===== src/rtl/slt_pkg.sv =====
`timescale 1ns/1ps
package slt_pkg;
  typedef enum logic [1:0] {
    LD_ADV     = 2'd0,
    LD_CHK_NC  = 2'd1,
    LD_CHK_CLR = 2'd2,
    LD_RSVD    = 2'd3
  } ld_kind_e;

  localparam int unsigned SZ_W    = 3;
  localparam int unsigned BYTES_W = 5;

  // size code to byte count; codes above 4 saturate at 16
  function automatic logic [BYTES_W-1:0] sz_bytes(input logic [SZ_W-1:0] code);
    return (code >= 3'd4) ? 5'd16 : (5'd1 << code);
  endfunction
endpackage


===== src/rtl/slt_entry.sv =====
`timescale 1ns/1ps
module slt_entry
  import slt_pkg::*;
#(
  parameter int unsigned TAG_W  = 9,
  parameter int unsigned ADDR_W = 16
) (
  input  logic              clk_i,
  input  logic              rst_ni,
  input  logic              ld_i,
  input  logic              kill_i,
  input  logic [TAG_W-1:0]  tag_i,
  input  logic [ADDR_W-1:0] addr_i,
  input  logic [SZ_W-1:0]   size_i,
  input  logic [TAG_W-1:0]  chk_tag_i,
  input  logic [TAG_W-1:0]  wr_tag_i,
  input  logic [TAG_W-1:0]  rinv_tag_i,
  input  logic [ADDR_W-1:0] ainv_addr_i,
  input  logic [SZ_W-1:0]   ainv_size_i,
  output logic              vld_o,
  output logic              chk_hit_o,
  output logic              wr_hit_o,
  output logic              rinv_hit_o,
  output logic              ainv_hit_o
);
  localparam int unsigned EXT_W = ADDR_W + 1;

  logic              vld_q;
  logic [TAG_W-1:0]  tag_q;
  logic [ADDR_W-1:0] addr_q;
  logic [SZ_W-1:0]   size_q;
  logic [EXT_W-1:0]  e_lo, e_hi, r_lo, r_hi;

  always_ff @(posedge clk_i or negedge rst_ni) begin
    if (!rst_ni) begin
      vld_q  <= 1'b0;
      tag_q  <= '0;
      addr_q <= '0;
      size_q <= '0;
    end else if (ld_i) begin
      // write lands after any same-cycle invalidate
      vld_q  <= 1'b1;
      tag_q  <= tag_i;
      addr_q <= addr_i;
      size_q <= size_i;
    end else if (kill_i) begin
      vld_q  <= 1'b0;
    end
  end

  // extra bit keeps range ends from wrapping
  assign e_lo = {1'b0, addr_q};
  assign e_hi = e_lo + EXT_W'(sz_bytes(size_q));
  assign r_lo = {1'b0, ainv_addr_i};
  assign r_hi = r_lo + EXT_W'(sz_bytes(ainv_size_i));

  assign vld_o      = vld_q;
  assign chk_hit_o  = vld_q && (tag_q == chk_tag_i);
  assign wr_hit_o   = vld_q && (tag_q == wr_tag_i);
  assign rinv_hit_o = vld_q && (tag_q == rinv_tag_i);
  assign ainv_hit_o = vld_q && (e_lo < r_hi) && (r_lo < e_hi);


  ld_wins_chk: assert property (@(posedge clk_i) disable iff (!rst_ni)
    (ld_i && kill_i) |=> (vld_q && tag_q == $past(tag_i)));
endmodule


===== src/rtl/slt_victim.sv =====
`timescale 1ns/1ps
module slt_victim #(
  parameter int unsigned DEPTH = 4
) (
  input  logic             clk_i,
  input  logic             rst_ni,
  input  logic             alloc_i,
  input  logic [DEPTH-1:0] live_i,
  input  logic [DEPTH-1:0] match_i,
  output logic [DEPTH-1:0] tgt_o
);
  localparam int unsigned PTR_W = (DEPTH > 1) ? $clog2(DEPTH) : 1;

  logic [PTR_W-1:0] ptr_q;
  logic [DEPTH-1:0] free_oh, rr_oh;
  logic             found, repl;

  always_comb begin
    free_oh = '0;
    found   = 1'b0;
    for (int i = 0; i < DEPTH; i++) begin
      if (!live_i[i] && !found) begin
        free_oh[i] = 1'b1;
        found      = 1'b1;
      end
    end
  end

  assign rr_oh = DEPTH'(1) << ptr_q;
  assign repl  = alloc_i && (match_i == '0) && !found;
  assign tgt_o = (match_i != '0) ? match_i : (found ? free_oh : rr_oh);

  always_ff @(posedge clk_i or negedge rst_ni) begin
    if (!rst_ni)   ptr_q <= '0;
    else if (repl) ptr_q <= (ptr_q == PTR_W'(DEPTH-1)) ? '0 : ptr_q + 1'b1;
  end


  tag_unique_chk: assert property (@(posedge clk_i) disable iff (!rst_ni)
    $onehot0(match_i));

  tgt_onehot_chk: assert property (@(posedge clk_i) disable iff (!rst_ni)
    alloc_i |-> $onehot(tgt_o));
endmodule


===== src/rtl/spec_load_table.sv =====
`timescale 1ns/1ps
module spec_load_table
  import slt_pkg::*;
#(
  parameter int unsigned DEPTH   = 4,
  parameter int unsigned RT_W    = 2,
  parameter int unsigned RN_W    = 7,
  parameter int unsigned ADDR_W  = 16,
  parameter int unsigned DELTA_W = 7
) (
  input  logic               clk_i,
  input  logic               rst_ni,
  input  logic               wr_valid_i,
  input  logic [1:0]         wr_ldtype_i,
  input  logic [RT_W-1:0]    wr_rtype_i,
  input  logic [RN_W-1:0]    wr_rnum_i,
  input  logic [ADDR_W-1:0]  wr_addr_i,
  input  logic [2:0]         wr_size_i,
  input  logic [RT_W-1:0]    chk_rtype_i,
  input  logic [RN_W-1:0]    chk_rnum_i,
  output logic               chk_hit_o,
  input  logic               ainv_valid_i,
  input  logic [ADDR_W-1:0]  ainv_addr_i,
  input  logic [2:0]         ainv_size_i,
  input  logic               rinv_valid_i,
  input  logic [RT_W-1:0]    rinv_rtype_i,
  input  logic [RN_W-1:0]    rinv_rnum_i,
  input  logic               flush_i,
  input  logic               frame_valid_i,
  input  logic [DELTA_W-1:0] frame_dbof_i,
  input  logic [DELTA_W-1:0] frame_dsof_i
);
  localparam int unsigned TAG_W = RT_W + RN_W;

  logic [TAG_W-1:0] wr_tag, chk_tag, rinv_tag;
  logic [DEPTH-1:0] vld, chk_hit, wr_hit, rinv_hit, ainv_hit;
  logic [DEPTH-1:0] kill, live, hitv, tgt, ld;
  logic             wr_en, frame_kill;

  assign wr_tag   = {wr_rtype_i, wr_rnum_i};
  assign chk_tag  = {chk_rtype_i, chk_rnum_i};
  assign rinv_tag = {rinv_rtype_i, rinv_rnum_i};

  // clearing check loads never allocate
  assign wr_en = wr_valid_i &&
                 ((wr_ldtype_i == LD_ADV) || (wr_ldtype_i == LD_CHK_NC));
  // conservative tag management: any frame move drops everything
  assign frame_kill = frame_valid_i &&
                      ((frame_dbof_i != '0) || (frame_dsof_i != '0));

  for (genvar g = 0; g < DEPTH; g++) begin : g_ent
    assign kill[g] = flush_i || frame_kill ||
                     (ainv_valid_i && ainv_hit[g]) ||
                     (rinv_valid_i && rinv_hit[g]);
    assign ld[g]   = wr_en && tgt[g];

    slt_entry #(.TAG_W(TAG_W), .ADDR_W(ADDR_W)) u_ent (
      .clk_i       (clk_i),
      .rst_ni      (rst_ni),
      .ld_i        (ld[g]),
      .kill_i      (kill[g]),
      .tag_i       (wr_tag),
      .addr_i      (wr_addr_i),
      .size_i      (wr_size_i),
      .chk_tag_i   (chk_tag),
      .wr_tag_i    (wr_tag),
      .rinv_tag_i  (rinv_tag),
      .ainv_addr_i (ainv_addr_i),
      .ainv_size_i (ainv_size_i),
      .vld_o       (vld[g]),
      .chk_hit_o   (chk_hit[g]),
      .wr_hit_o    (wr_hit[g]),
      .rinv_hit_o  (rinv_hit[g]),
      .ainv_hit_o  (ainv_hit[g])
    );
  end

  assign live = vld & ~kill;
  assign hitv = wr_hit & ~kill;

  slt_victim #(.DEPTH(DEPTH)) u_vic (
    .clk_i   (clk_i),
    .rst_ni  (rst_ni),
    .alloc_i (wr_en),
    .live_i  (live),
    .match_i (hitv),
    .tgt_o   (tgt)
  );

  assign chk_hit_o = |chk_hit;


  chk_unique_chk: assert property (@(posedge clk_i) disable iff (!rst_ni)
    $onehot0(chk_hit));

  wr_lands_chk: assert property (@(posedge clk_i) disable iff (!rst_ni)
    wr_en |=> ((vld & $past(tgt)) != '0));

  rinv_clear_chk: assert property (@(posedge clk_i) disable iff (!rst_ni)
    (rinv_valid_i && !wr_en) |=> ((vld & $past(rinv_hit)) == '0));

  flush_empty_chk: assert property (@(posedge clk_i) disable iff (!rst_ni)
    (flush_i && !wr_en) |=> (vld == '0));

  frame_empty_chk: assert property (@(posedge clk_i) disable iff (!rst_ni)
    (frame_kill && !wr_en) |=> (vld == '0));
endmodule


===== config.mk =====
export PLATFORM = sky130hd
export DESIGN_NAME = spec_load_table
export DESIGN_NICKNAME = d
export VERILOG_FILES = /design/src/rtl/slt_pkg.sv /design/src/rtl/slt_entry.sv /design/src/rtl/slt_victim.sv /design/src/rtl/spec_load_table.sv
export SDC_FILE = /design/constraint.sdc
export NUM_CORES = 1
export LEC_CHECK = 0
export ABC_AREA = 1
export ABC_CLOCK_PERIOD_IN_PS = 5600
export BUFFER_PORTS_ARGS = -buffer_cell sky130_fd_sc_hd__buf_2
export CORE_UTILIZATION = 62
export DETAILED_ROUTE_END_ITERATION = 10
export GPL_TIMING_DRIVEN = 0
export HOLD_SLACK_MARGIN = 0.12
export PLACE_DENSITY_LB_ADDON = 0.1
export SYNTH_ARGS = -nofsm -noshare
export SYNTH_HDL_FRONTEND = slang
export SYNTH_SLANG_ARGS = --single-unit

===== constraint.sdc =====
create_clock -name clk_i -period 5.6 [get_ports clk_i]
set_input_delay 1.12 -clock clk_i [delete_from_list [all_inputs] [get_ports clk_i]]
set_output_delay 1.12 -clock clk_i [all_outputs]
set_load 0.02 [all_outputs]

## Word-level counts from Yosys, hierarchy flattened

Index checks and enable logic that the tools add are counted.
W data, S select, Z words.

- Add/subtract/negate cells: 6
- $mul: 0
- Div/mod/pow operators: 0
- Order comparisons: 13
- Eq/ne operators: 14
- Shifts and indexed selects: 6
- Muxes and demuxes: 23
- Bitwise operators: 3
- Reduce and logical (&&, ||, !) cells: 66

Operators with widths:

| operator | number |
|---|---|
| $lt A16 B17 Y1 | 8 |
| $eq A9 B9 Y1 | 12 |
| $add A16 B5 Y17 | 5 |
| $logic_and A1 B1 Y1 | 39 |
| $mux W5 | 5 |
| $shl A1 B3 Y5 const A | 5 |
| $ge A3 B3 Y1 const B | 5 |
| $mux W1 | 15 |
| $reduce_bool A7 Y1 | 2 |
| $logic_or A1 B1 Y1 | 11 |
| $and A4 B4 Y4 | 2 |
| $mux W4 | 2 |
| $reduce_bool A2 Y1 | 4 |
| $logic_not A1 Y1 | 6 |
| $logic_not A4 Y1 | 1 |
| $not A4 Y4 | 1 |
| $reduce_bool A4 Y1 | 1 |
| $reduce_or A4 Y1 | 1 |
| $shl A1 B2 Y4 const A | 1 |
| $add A2 B1 Y2 const B | 1 |
| $eq A2 B1 Y1 const B | 1 |
| $eq A2 B2 Y1 const B | 1 |
| $logic_not A2 Y1 | 1 |
| $mux W2 | 1 |

- Register bits: 118
- Bits in latches: 0
- Memory bits (writable): 0
- Bits in read-only memories: 0
- Bits of input ports: 88
- Output and inout bits: 1
- Word-level logic and storage cells: 148
- Memories: 0

## Logic depth before layout (Yosys ltp)

- Depth in word-level cells: 24
- Mapped depth: 35
- Depth with buffers taken out: 33

## Cells and area by module

A second synthesis with hierarchy kept.

- Cells, all modules: 1,735
- Area total of the unflattened synthesis: 12,388.1 sq um

By module, submodules not included:

| module | times used | cells an instance | area each (sq um) | seq. area each (sq um) |
|---|---|---|---|---|
| slt_entry at g_ent[2].u_ent ... | 2 | 412 | 2,976.6 | 725.7 |
| slt_entry at g_ent[1].u_ent | 1 | 401 | 2,967.8 | 725.7 |
| slt_entry at g_ent[0].u_ent | 1 | 409 | 2,952.8 | 725.7 |
| slt_victim | 1 | 44 | 269.0 | 50.0 |
| spec_load_table | 1 | 57 | 245.2 | 0.0 |

## Least setup slack after synthesis

Ideal clock, no wire load.

- Path kind: input-to-reg
- Start: in ainv_size_i[1]
- End: reg g_ent[1].u_ent.addr_q[5]
- Setup time: 0.117 ns
- Arrival time: 4.470 ns
- Required time: 5.483 ns
- Setup slack: 1.013 ns
- Stages: 32
- Path buffers: 2
- Cells stage by stage: nor3_1 -> ha_1 -> a21oi_1 -> nand2_1 -> a21oi_1 -> o21bai_1 -> nand3_1 -> nor3_1 -> nand2_1 -> nor2_1 -> xnor2_1 -> ha_1 -> nand2_1 -> inv_1 -> nand2_1 -> inv_1 -> nand2_1 -> nand2_1 -> nand2_1 -> nand2_1 -> nand2_1 -> nand2_1 -> nand2_1 -> nand2_1 -> nand3_2 -> nand3_2 -> nor2_2 -> nand3_1 -> buf_2 -> buf_4 -> nand3_1 -> nand2_1

- Word-level cells in the longest chain between the ends: 23
- Elaborated cells on any way between the ends: 48
- Those cells by class: add/sub: 1; order compare: 5; shift: 1; mux: 8; bitwise: 3; reduce/logical: 30

RTL lines:

| what | RTL line | text |
|---|---|---|
| start: declaration | spec_load_table.sv:24 | `input logic [2:0] ainv_size_i,` |
| $ge A3 B3 Y1 or $shl A1 B3 Y5 (tied branches) | slt_pkg.sv:15 | `return (code >= 3'd4) ? 5'd16 : (5'd1 << code);` |
| $mux W5 * | slt_pkg.sv:15 |  |
| $add A16 B5 Y17 * | slt_entry.sv:55 | `assign r_hi = r_lo + EXT_W'(sz_bytes(ainv_size_i));` |
| $lt A16 B17 Y1 | slt_entry.sv:61 | `assign ainv_hit_o = vld_q && (e_lo < r_hi) && (r_lo < e_hi);` |
| $logic_and A1 B1 Y1 (2 in a row) | slt_entry.sv:61 |  |
| $logic_and A1 B1 Y1 | spec_load_table.sv:53 | `(ainv_valid_i && ainv_hit[g]) \|\|` |
| $logic_or A1 B1 Y1 | spec_load_table.sv:52 | `assign kill[g] = flush_i \|\| frame_kill \|\|` |
| $logic_or A1 B1 Y1 | spec_load_table.sv:53 |  |
| (+6 left out) | - |  |
| $logic_and A1 B1 Y1 | slt_victim.sv:22 | `if (!live_i[i] && !found) begin` |
| $mux W1 | slt_victim.sv:22 |  |
| $logic_not A1 Y1 | slt_victim.sv:22 |  |
| $logic_and A1 B1 Y1 | slt_victim.sv:22 |  |
| $mux W1 | slt_victim.sv:22 |  |
| $mux W4 | slt_victim.sv:31 | `assign tgt_o = (match_i != '0) ? match_i : (found ? free_oh : rr_oh);` |
| $mux W4 * | slt_victim.sv:31 |  |
| $logic_and A1 B1 Y1 * | spec_load_table.sv:55 | `assign ld[g] = wr_en && tgt[g];` |
| end signal: assignment | slt_entry.sv:44 | `addr_q <= addr_i;` |
| end: declaration | slt_entry.sv:30 | `logic [ADDR_W-1:0] addr_q;` |

Every way passes the cells marked *; elsewhere a longest branch is shown, timed or not.
A chain may end at the register's enable or synchronous reset.

## Final worst setup path

- Start: in ainv_size_i[1]
- End: reg g_ent[2].u_ent.size_q[1]

- Word-level cells in the longest chain between the ends: 23
- Elaborated cells on any way between the ends: 48
- Those cells by class: add/sub: 1; order compare: 5; shift: 1; mux: 8; bitwise: 3; reduce/logical: 30

RTL lines:

| what | RTL line | text |
|---|---|---|
| $ge A3 B3 Y1 or $shl A1 B3 Y5 (tied branches) | slt_pkg.sv:15 |  |
| $mux W5 * | slt_pkg.sv:15 |  |
| $add A16 B5 Y17 * | slt_entry.sv:55 |  |
| $lt A16 B17 Y1 | slt_entry.sv:61 |  |
| $logic_and A1 B1 Y1 (2 in a row) | slt_entry.sv:61 |  |
| $logic_and A1 B1 Y1 | spec_load_table.sv:53 |  |
| $logic_or A1 B1 Y1 | spec_load_table.sv:52 |  |
| $logic_or A1 B1 Y1 | spec_load_table.sv:53 |  |
| (+6 left out) | - |  |
| $logic_and A1 B1 Y1 | slt_victim.sv:22 |  |
| $mux W1 | slt_victim.sv:22 |  |
| $logic_not A1 Y1 | slt_victim.sv:22 |  |
| $logic_and A1 B1 Y1 | slt_victim.sv:22 |  |
| $mux W1 | slt_victim.sv:22 |  |
| $mux W4 | slt_victim.sv:31 |  |
| $mux W4 * | slt_victim.sv:31 |  |
| $logic_and A1 B1 Y1 * | spec_load_table.sv:55 |  |
| end signal: assignment | slt_entry.sv:45 | `size_q <= size_i;` |
| end: declaration | slt_entry.sv:31 | `logic [SZ_W-1:0] size_q;` |

Marked as above.

==> metrics.md <==
| Metric | Value |
|---|---|
| Status | finished, final reports clean |
| Post-Place Cells | 1867 |
| Post-synthesis average cell area | 7.205 um2 |
| Worst VDD drop | 0.2042 mV |
| Initial DRC count | 769 |
| Most used routing layer | met2 |
| Clk_lat worst skew | 0.43 ns |
| # IOs | 89 |
| Max frequency | 0.1888 GHz |
| R2R Setup Slk | 0.50 ns |
| CTS Sinks | 118 |
| Area grow syn2layout | 11.72% |
| Worst EP required | 5.92 ns |
| Post-synthesis sequential area ratio | 26.22% |
| Initial antenna violation count | 0 |
| Synth top area cells | dfrtp_1 26%, ha_1 16%, nand2_1 16% |
| Worst setup EP type | flop |
| First-pass iteration count of the detailed router | 5 |
| CTS tree | built |
| Cell taking the most area after synthesis | dfrtp_1 |
| Total core area | 17540 um2 |
| Max H-tree Level | 4 |
| Clock Tree Root | clkbuf_16 |
| Final Hold Fails | 0 |
| FF-to-FF Start | g_ent[1].u_ent.size_q[2] |
| Max_slew headroom | 40.74% |
| Async SR Flop Fraction | 100.0% |
| Routability Congestion | 0.9894 |
| Post-Synthesis Cells | 1563 |
| Max FO, Critical Path | 10 |
| Commonest non-fill, non-tap cells in the layout | 477 x nand2_1, 167 x nand3_1, 160 x inv_1, 145 x ha_1, 118 x dfrtp_1 |
| # diodes | 0 |
| Skew final | 0.007514 ns |
| Worst hold start | g_ent[3].u_ent.tag_q[0] |
| Die Width | 136.8 um |
| Worst path slowest cell | ha_1 |
| Largest net degree at the start of global routing | 98 |
| GRT met3 Usage | 6.148% |
| Reg2reg end | g_ent[2].u_ent.size_q[1] |
| RSZ-0062 raised after global routing | no |
| Layout cells sized above 1 | 11.59% |
| Final Net Count | 1899 |
| Pwr Total | 0.002988 W |
| Met2 Use GR | 69.71% |
| Max Cap Viol | 0 |
| Commonest non-fill, non-tap cell in the layout | nand2_1 |
| Most Frequent Cell on Critical Path | nand2_1 |
| Crit path kind | input pin to flop |
| Final hold slack | 0.5129 ns |
| Overflow after GRT | 0 |
| Min cycle time layout | 5.297 ns |
| Total of warnings raised by yosys | 0 |
| Hold depth | 2 |
| DRC Markers | 0 |
| Count of different cell masters after synthesis | 46 |
| WHS Endpoint | g_ent[3].u_ent.tag_q[0] |
| PD cells | 237.5 nW/um2 |
| Crit path DAT | 5.61 ns |
| Area of the mapped netlist | 11260 um2 |
| Post-DP HPWL | 28.23 mm |
| Via count of the first global-routing pass | 10670 |
| Syn_nets | 1801 |
| Antenna Violating Nets Remaining | 0 |
| Leakage | 6.559 nW |
| Via density | 5.962 |
| Num CTS Buffers | 17 |
| Global-route usage over all layers | 40.43% |
| M1 GR Usage | 46.53% |
| WL final | 36.44 mm |
| Die Height | 136.8 um |
| Slew Viols, Final | 0 |
| DIE AREA | 18710 um2 |
| Vias | 11320 |
| Finished Layout Cells | 1899 |
| Hold WC Path Type | flop to flop |
| Global-route wire length before repair | 55.19 mm |
| WL per Instance | 19.19 um |
| Dominant synthesized flop cell | dfrtp_1 |
| CP Launch Type | input pin |
| Worst reg2reg path depth | 26 |
| Slowest cell delay on critical path | 0.37 ns |
| Final setup viols | 0 |
| Post-synth top area share | 26.22% |
| Post-CTS Setup Bufs | 0 |
| PortBufs | 78 |
| Measured slew at the worst slew-check pin | 0.8665 ns |
| Hold_buf cts | 0 |
| #FFs+latches synth | 118 |
| Initial Util | 64.21% |
| Clock buffer depth | 2 |
| Worst-path clk slew | 0.06 ns |
| Post_cts resized | 0 |
| Post-synth EDFFs | 0 |
| Tcrit/Tclk final | 94.60% |
| Cell Rows | 48 |
Yosys cell counts (15+ instances only):
| cell type | count |
|---|---|
| a21oi_1 | 65 |
| buf_4 | 15 |
| dfrtp_1 | 118 |
| ha_1 | 145 |
| inv_1 | 160 |
| nand2_1 | 477 |
| nand3_1 | 167 |
| nand4_1 | 34 |
| nor2_1 | 57 |
| nor3_1 | 40 |
| nor4_1 | 17 |
| o21ai_0 | 19 |
| o22ai_1 | 26 |
| xnor2_1 | 36 |
| xor2_1 | 58 |
cell type report:
class | instances | area [um2]
Timing Repair Buffer | 79 | 424.2
Multi-Input combinational cell | 1237 | 7462
Tap cell | 225 | 281.5
Sequential cell | 118 | 2953
Buffer | 43 | 267.8
Fill cell | 1482 | 4956
Clock buffer | 18 | 429.2
Inverter | 165 | 619.3
Clock inverter | 14 | 143.9
power breakdown:
group / internal [W] / switching, W / total (W)
registers: 0.000932 / 0.000133 / 0.00106
logic: 0.000331 / 0.000519 / 0.000850
clock network: 0.000622 / 0.000451 / 0.00107
total: 0.00188 / 0.00110 / 0.00299
registers in the layout, summed over array words and instances, names as in the netlist:
| signal | count |
|---|---|
| g_ent.u_ent.addr_q | 64 |
| g_ent.u_ent.size_q | 12 |
| g_ent.u_ent.tag_q | 36 |
| g_ent.u_ent.vld_o | 4 |
| u_vic.ptr_q | 2 |
kinds of logic (layout without fill, tap and decap cells):
group,count (synthesis),count (layout),synth area share [%]
adders and majority gates,150,150,17.00
buffers and inverters,208,319,7.867
AOI/OAI and AO/OA,167,167,9.333
xor gates and xnor gates,94,94,7.311
DFF,118,118,26.22
and+or+nand+nor,826,826,32.27
worst max-delay path, delay by kind of cell:
family                     cells  cell delay (ns)
and+or+nand+nor               21             2.28
buffers and inverters          6             0.73
AOI/OAI and AO/OA              3             0.63
adders and majority gates      2             0.67
xor gates and xnor gates       1             0.18
metal layers:
metal	vias to the layer above	wire length, um
met2	469	17740
met5	-	0
li1	5474	-
met4	0	2363
met1	5237	13890
met3	142	2441
per-stage QoR:
stage	setup WS [ns]	setup TNS (ns)	area (um2)	util [%]
5_1_grt	0.05052	0	12580	71.74
3_5_place_dp	-0.2091	-11.33	11970	68.24
4_1_cts	0.1803	0	12540	71.50
6_report	0.3026	0	12580	71.74
2_1_floorplan	1.013	0	11260	-
3_3_place_gp	-0.1310	-5.159	11930	68.04
worst max-delay path by stage:
stage	from	endpoint	slack [ns]
5_1_grt	ainv_size_i[2]	g_ent[2].u_ent.size_q[1]	0.05
2_1_floorplan	ainv_size_i[1]	g_ent[1].u_ent.addr_q[5]	1.01
4_1_cts	ainv_size_i[2]	g_ent[2].u_ent.addr_q[6]	0.18
6_report	ainv_size_i[1]	g_ent[2].u_ent.size_q[1]	0.30
3_3_place_gp	ainv_size_i[2]	g_ent[1].u_ent.addr_q[15]	-0.13
3_5_place_dp	ainv_size_i[2]	g_ent[1].u_ent.addr_q[14]	-0.21
Power figures use the tool's default switching activity.
